**src/rtl/srg_pkg.sv**
```systemverilog
package srg_pkg;
  localparam int WIP_BIT = 0;
  localparam int WEL_BIT = 1;
  localparam int LOCK_LO = 2;
  localparam int LOCK_HI = 3;
  localparam int PEN_BIT = 7;

  typedef enum logic [1:0] {
    LOCK_NONE = 2'b00,
    LOCK_QTR  = 2'b01,
    LOCK_HALF = 2'b10,
    LOCK_ALL  = 2'b11
  } lock_e;

  function automatic logic [7:0] pack_status(input logic pen, input lock_e lock,
                                             input logic wel, input logic wip);
    logic [7:0] s;
    s = 8'h00;
    s[PEN_BIT] = pen;
    s[LOCK_HI:LOCK_LO] = lock;
    s[WEL_BIT] = wel;
    s[WIP_BIT] = wip;
    return s;
  endfunction
endpackage

```
**src/rtl/srg_region.sv**
```systemverilog
module srg_region
  import srg_pkg::*;
#(
  parameter int ADDR_W = 15
) (
  input  lock_e             lock,
  input  logic [ADDR_W-1:0] addr,
  output logic              prot
);
  localparam int TOP = ADDR_W - 1;

  always_comb begin
    unique case (lock)
      LOCK_NONE: prot = 1'b0;
      LOCK_QTR:  prot = addr[TOP] & addr[TOP-1];
      LOCK_HALF: prot = addr[TOP];
      default:   prot = 1'b1;
    endcase
  end
endmodule

```
**src/rtl/srg_timer.sv**
```systemverilog
module srg_timer #(
  parameter int CYCLES = 8
) (
  input  logic clk,
  input  logic rst,
  input  logic start,
  output logic busy,
  output logic done
);
  localparam int CW = $clog2(CYCLES + 1);
  localparam logic [CW-1:0] LOAD = CW'(CYCLES);

  logic [CW-1:0] cnt;

  assign busy = (cnt != '0);
  assign done = (cnt == CW'(1));

  always_ff @(posedge clk) begin
    if (rst)        cnt <= '0;
    else if (start) cnt <= LOAD;
    else if (busy)  cnt <= cnt - CW'(1);
  end
endmodule

```
**src/rtl/srg_nvbits.sv**
```systemverilog
module srg_nvbits
  import srg_pkg::*;
(
  input  logic       clk,
  input  logic       rst,
  input  logic       capture,
  input  logic [7:0] data,
  input  logic       commit,
  output logic       pen,
  output lock_e      lock
);
  logic  pen_pend;
  lock_e lock_pend;

  always_ff @(posedge clk) begin
    if (rst) begin
      pen       <= 1'b0;
      lock      <= LOCK_NONE;
      pen_pend  <= 1'b0;
      lock_pend <= LOCK_NONE;
    end else begin
      if (capture) begin
        pen_pend  <= data[PEN_BIT];
        lock_pend <= lock_e'(data[LOCK_HI:LOCK_LO]);
      end
      if (commit) begin
        pen  <= pen_pend;
        lock <= lock_pend;
      end
    end
  end
endmodule

```
**src/rtl/sr_guard.sv**
```systemverilog
module sr_guard
  import srg_pkg::*;
#(
  parameter int ADDR_W     = 15,
  parameter int PROG_CYCLES = 8
) (
  input  logic              clk,
  input  logic              rst,
  input  logic              wp_n,
  input  logic              wren_cmd,
  input  logic              wrsr_req,
  input  logic [7:0]        wrsr_data,
  input  logic              arr_req,
  input  logic [ADDR_W-1:0] arr_addr,
  input  logic              arr_busy,
  output logic [7:0]        status_byte,
  output logic              arr_permit,
  output logic              sr_permit,
  output logic              wel
);
  logic  pen, prot, tmr_busy, tmr_done, wip, hw_lock, sr_ok, arr_ok;
  lock_e lock;

  srg_region #(.ADDR_W(ADDR_W)) u_region (
    .lock(lock), .addr(arr_addr), .prot(prot)
  );

  srg_timer #(.CYCLES(PROG_CYCLES)) u_timer (
    .clk(clk), .rst(rst), .start(sr_ok), .busy(tmr_busy), .done(tmr_done)
  );

  srg_nvbits u_nv (
    .clk(clk), .rst(rst), .capture(sr_ok), .data(wrsr_data),
    .commit(tmr_done), .pen(pen), .lock(lock)
  );

  assign wip     = tmr_busy | arr_busy;
  assign hw_lock = pen & ~wp_n;
  assign sr_ok   = wrsr_req & wel & ~wip & ~hw_lock;
  assign arr_ok  = arr_req & ~wrsr_req & wel & ~wip & ~prot;

  always_ff @(posedge clk) begin
    if (rst) begin
      wel        <= 1'b0;
      arr_permit <= 1'b0;
      sr_permit  <= 1'b0;
    end else begin
      arr_permit <= arr_ok;
      sr_permit  <= sr_ok;
      if (sr_ok || arr_ok) wel <= 1'b0;
      else if (wren_cmd)   wel <= 1'b1;
    end
  end

  assign status_byte = pack_status(pen, lock, wel, wip);
endmodule

```
**config.mk**
```make
export PLATFORM = sky130hd
export DESIGN_NAME = sr_guard
export DESIGN_NICKNAME = d
export VERILOG_FILES = /design/src/rtl/srg_pkg.sv /design/src/rtl/srg_region.sv /design/src/rtl/srg_timer.sv /design/src/rtl/srg_nvbits.sv /design/src/rtl/sr_guard.sv
export SDC_FILE = /design/constraint.sdc
export NUM_CORES = 1
export LEC_CHECK = 0
export BUFFER_PORTS_ARGS = -buffer_cell sky130_fd_sc_hd__buf_2
export CAP_MARGIN = 20
export CORE_MARGIN = 2
export CORE_UTILIZATION = 42
export DETAILED_ROUTE_END_ITERATION = 7
export PLACE_DENSITY = 0.91
export SETUP_SLACK_MARGIN = 0.3
export SKIP_LAST_GASP = 1
export SLEW_MARGIN = 20
export SYNTH_ARGS = -nofsm -noshare
export SYNTH_HDL_FRONTEND = slang
export SYNTH_HIERARCHICAL = 1
export SYNTH_SLANG_ARGS = --single-unit
```
**constraint.sdc**
```tcl
create_clock -name clk -period 2.8 [get_ports clk]
set_input_delay 0.14 -clock clk [delete_from_list [all_inputs] [get_ports clk]]
set_output_delay 0.14 -clock clk [all_outputs]
set_load 0.01 [all_outputs]
```
Word-level counts from Yosys, hierarchy flattened
Cells that the tools add are included.

storage, ports and cells
  register bits after elaboration = 13
  input bits = 30
  logic and storage cells = 37

operators by class
  add/subtract/negate cells = 1
  eq/ne operators = 3
  mux-type cells = 3
  bitwise operators = 15
  reduce and logical (&&, ||, !) cells = 6

operators with widths
  kind                                                                count
  1-bit AND                                                           9
  4-bit 2-to-1 mux                                                    2
  1-bit NOT                                                           5
  4-bit by 1-bit == test with 1-bit output, second input constant     1
  4-bit nonzero test                                                  1
  2-bit OR reduction                                                  2
  4-bit by 1-bit subtractor with 4-bit output, second input constant  1
  1-bit case mux with 3 select lines                                  1
  2-bit by 1-bit == test with 1-bit output, second input constant     1
  2-bit == test, second input constant                                1
  2-bit logical NOT                                                   1
  2-bit nonzero test                                                  1
  1-bit logical OR                                                    1
  1-bit bitwise OR                                                    1

Depth between registers and ports, before layout
  depth in word-level cells = 7
  mapped depth = 8
  gate-level depth less buffers = 7

By module
The synthesis kept the hierarchy.

by module, submodules not included
  module      instances  cells each  area an instance (sq um)
  srg_timer   1          24          226.5
  srg_nvbits  1          18          202.7
  sr_guard    1          20          173.9
  srg_region  1          3           13.8

Worst setup path before layout
Ideal clock, no wire load.

  path kind = flip-flop to flip-flop
  start point = register u_timer.cnt[0]
  end point = register u_timer.cnt[2]
  library setup time = 0.116 ns
  arrival = 1.718 ns
  setup slack = 0.966 ns
  stages on the path, launching flop included = 9
  buffers on the path = 1
  path through = dfxtp_1 -> inv_1 -> ha_1 -> or3b_1 -> clkbuf_2 -> nor2_1 -> o2111a_2 -> nor2_1 -> and3_2

between the ends
  cells in the longest elaborated chain, start to end = 6

ends and longest elaborated chain
  element                       line             text
  start: declaration            srg_timer.sv:13  logic [CW-1:0] cnt;
  start signal: assignment      srg_timer.sv:21  else if (busy) cnt <= cnt - CW'(1);
  4-bit nonzero test            srg_timer.sv:15  assign busy = (cnt != '0);
  named net tmr_busy            sr_guard.sv:21   logic pen, prot, tmr_busy, tmr_done, wip, hw_lock, sr_ok, arr_ok;
  1-bit bitwise OR              sr_guard.sv:37   assign wip = tmr_busy | arr_busy;
  1-bit NOT                     sr_guard.sv:39   assign sr_ok = wrsr_req & wel & ~wip & ~hw_lock;
  1-bit AND (2 in series)       sr_guard.sv:39
  named net sr_ok               sr_guard.sv:21
  2-bit OR reduction (no line)  n/a

The timed path passes the listed nets, and every way through them passes these cells.
A chain may end at the register's enable or synchronous reset.

Worst setup path after layout
  start point = register u_timer.cnt[1]
  end point = register u_nv.pen_pend

between the ends
  cells in the longest elaborated chain, start to end = 5

ends and longest elaborated chain
  element                  line              text
  4-bit nonzero test       srg_timer.sv:15
  named net tmr_busy       sr_guard.sv:21
  1-bit bitwise OR         sr_guard.sv:37
  1-bit NOT                sr_guard.sv:39
  1-bit AND (2 in series)  sr_guard.sv:39
  named net sr_ok          sr_guard.sv:21
  end signal: assignment   srg_nvbits.sv:23  pen_pend <= data[PEN_BIT];
  end: declaration         srg_nvbits.sv:12  logic pen_pend;

The timed path passes the listed nets, and every way through them passes these cells.

==> impl_metrics.ini <==
[power]
finalPower_uw = 585
vdd_ir_drop_max_uv = 322
cellPowerDensity_nw_per_um2 = 819
p_leak_uw = 0.000330

[drt]
first_pass_iters = 4
wl_mm = 1.11
num_vias = 476
drt_iter0_markers = 2
post_drt_wl_per_cell_um = 11.3
drc_errors = 0
ant_nets = 0
routed_via_density = 4.86

[setup_path]
endpoint_kind = flip-flop
cp_common_cell = nor2_1
path_cells = inv_1 > ha_1 > or3b_1 > nor2_1 > o2111a_2 > mux2i_1 > nor2_1
r2r-start = u_timer/cnt[1]
crit_start = u_timer/cnt[1]
path_max_fanout = 9
start_kind = flip-flop
cpPeakStageDelay_ps = 450
slowest_stage = or3b_1
path_class = flip-flop to flip-flop
worstPathArrival_ps = 2190
required_ps = 2960

[floorplan]
fp.dieW_um = 42.3
die-area_um2 = 1790
rows = 13
initial_core_util_pct = 46.2
ioPinCount = 41
core_um2 = 1330
die_y_um = 42.3

[min_path]
hp-class = input pin to flip-flop
min_from = wrsr_data[3]

[clock_network]
htreeDepth = 1
clkTransAtPathRegs_ps = 80
cts_resized = 0
postCtsSetupBuffers = 0
numClockSinks = 13
clockBufferDepth = 2
hold_buffers = 0
cts_tree = built
cts_buffers = 3
cts_root_buffer = clkbuf_4
clock_latency_ps = 270

[cells_and_area]
multiInputGateArea_um2 = 295
most-common-layout-cells = buf_2, dfxtp_1, nor2_1
diodes = 0
drive_above_1_share_pct = 31.3
area_growth_pct = 15.8
num-nets-final = 117
filler_cell_count = 128
seqCellArea_um2 = 260
final_common_cell = buf_2
final_cells = 98

[global_routing]
grt_pass1_vias = 421
grt.total_usage_pct = 13.3
grt_max_degree = 14
antenna_found_initial = 0
grt_pass1_wl_mm = 1.76
grt_overflow = 0

[yosys]
synth.largest_area_cell = dfxtp_1
synthesis.area_um2 = 617
synth-edff-count = 0
synth_cells = 65
ys.flop_type = dfxtp_1
synth_top_area_share_pct = 42.2
ys_seq_area_share_pct = 42.2
async_flop_share_pct = 0
ys_warn_count = 6
synth_seq_cells = 13
synth_top_cells_by_area = dfxtp_1, mux2i_1, buf_4
synthDistinctLibCells = 23
avgSynthCellArea_um2 = 9.49

[placed_design]
io_buffers = 19
dp_cells = 94
gp_congestion = 0.703
dpl.hpwl_um = 840

[timing]
finalHoldViolCount = 0
max_slew_margin_pct = 60.5
skew_ps = 5.89
period_needed_ps = 2030
tightest_slew_ps = 592
tns_ps = 0
grt_setup_unrepaired = no
post-route-period-util_pct = 72.4
setup_violations = 0
max_freq_mhz = 493
drv_slew = 0

[run]
maxCapViolCount = 0

[outcome]
status = complete, no violations
==> where the power goes <==
group          switching (uW)  leakage (uW)  internal, uW
combinational             113      0.000209           109
clock                    59.1     0.0000150          55.1
sequential               31.2      0.000106           218
==> stage by stage <==
| stage | instance area (um2) | utilization [%] | hold WS [ps] | setup slack [ps] |
|---|---|---|---|---|
| 4_1_cts | 714 | 53.6 | 108 | 779 |
| 3_5_place_dp | 688 | 51.6 | 390 | 783 |
| 6_report | 714 | 53.6 | 112 | 772 |
| 3_3_place_gp | 688 | 51.6 | 381 | 822 |
| 2_1_floorplan | 624 | - | 209 | 966 |
| 5_1_grt | 714 | 53.6 | 122 | 641 |
==> metal layers <==
layer	track usage (%)	routed length, um	share of wire (%)	up-vias
met1	16.4	491	44	211
met3	4.31	67	6.0	4
li1	-	-	-	242
met4	7.50	25	2.3	0
met5	0	0	0	-
met2	20.3	525	47	19
==> sequential cells by signal, summed over array words and instances, names as in the netlist <==
name and cells:
u_nv/pen 1, wel 1, arr_permit 1, u_nv/lock 2, u_nv/lock_pend 2, sr_permit 1, u_nv/pen_pend 1, u_timer/cnt 4
==> critical path: cells and delay by family, from the launching register on <==
family	cells	cell delay (ps)
flops	1	330
buf+inv	1	100
fa+ha+maj	1	170
compound gates	1	380
mux	1	220
simple gates	3	720
==> synth_stat cells (2+ instances only) <==
master and n:
buf_4 6, dfxtp_1 13, ha_1 3, inv_1 5
mux2i_1 7, nor2_1 12, nor2b_1 2, nor3_1 2
==> cell families (layout without fill, tap and decap cells) <==
| kind of cell | after synthesis | count (layout) | share of synthesized area [%] |
|---|---|---|---|
| adders and majority gates | 3 | 3 | 6.09 |
| DFF | 13 | 13 | 42.2 |
| buffers and inverters | 12 | 28 | 11.2 |
| muxes | 7 | 7 | 11.4 |
| AOI/OAI and AO/OA | 4 | 4 | 6.08 |
| xor gates and xnor gates | 2 | 2 | 2.84 |
| other | 1 | 3 | 0.608 |
| and+or+nand+nor | 23 | 23 | 19.7 |
==> layout make-up <==
| type | count | share of cell area (%) |
|---|---|---|
| repair buffers | 19 | 13.3 |
| clock buffers | 4 | 3.68 |
| multi-input cells | 42 | 41.3 |
| flip-flops and latches | 13 | 36.4 |
| inverters | 5 | 2.63 |
| well taps | 15 | 2.63 |
==> path summary, 6_finish.rpt <==
check                      end  slack, ps  depth (start not counted)
max              u_nv/pen_pend        770                          7
min          u_nv/lock_pend[1]        110                          3
max reg2reg      u_nv/pen_pend        770                          7
min reg2reg  u_nv/lock_pend[0]        520                          2
(Power assumes the default switching activity.)
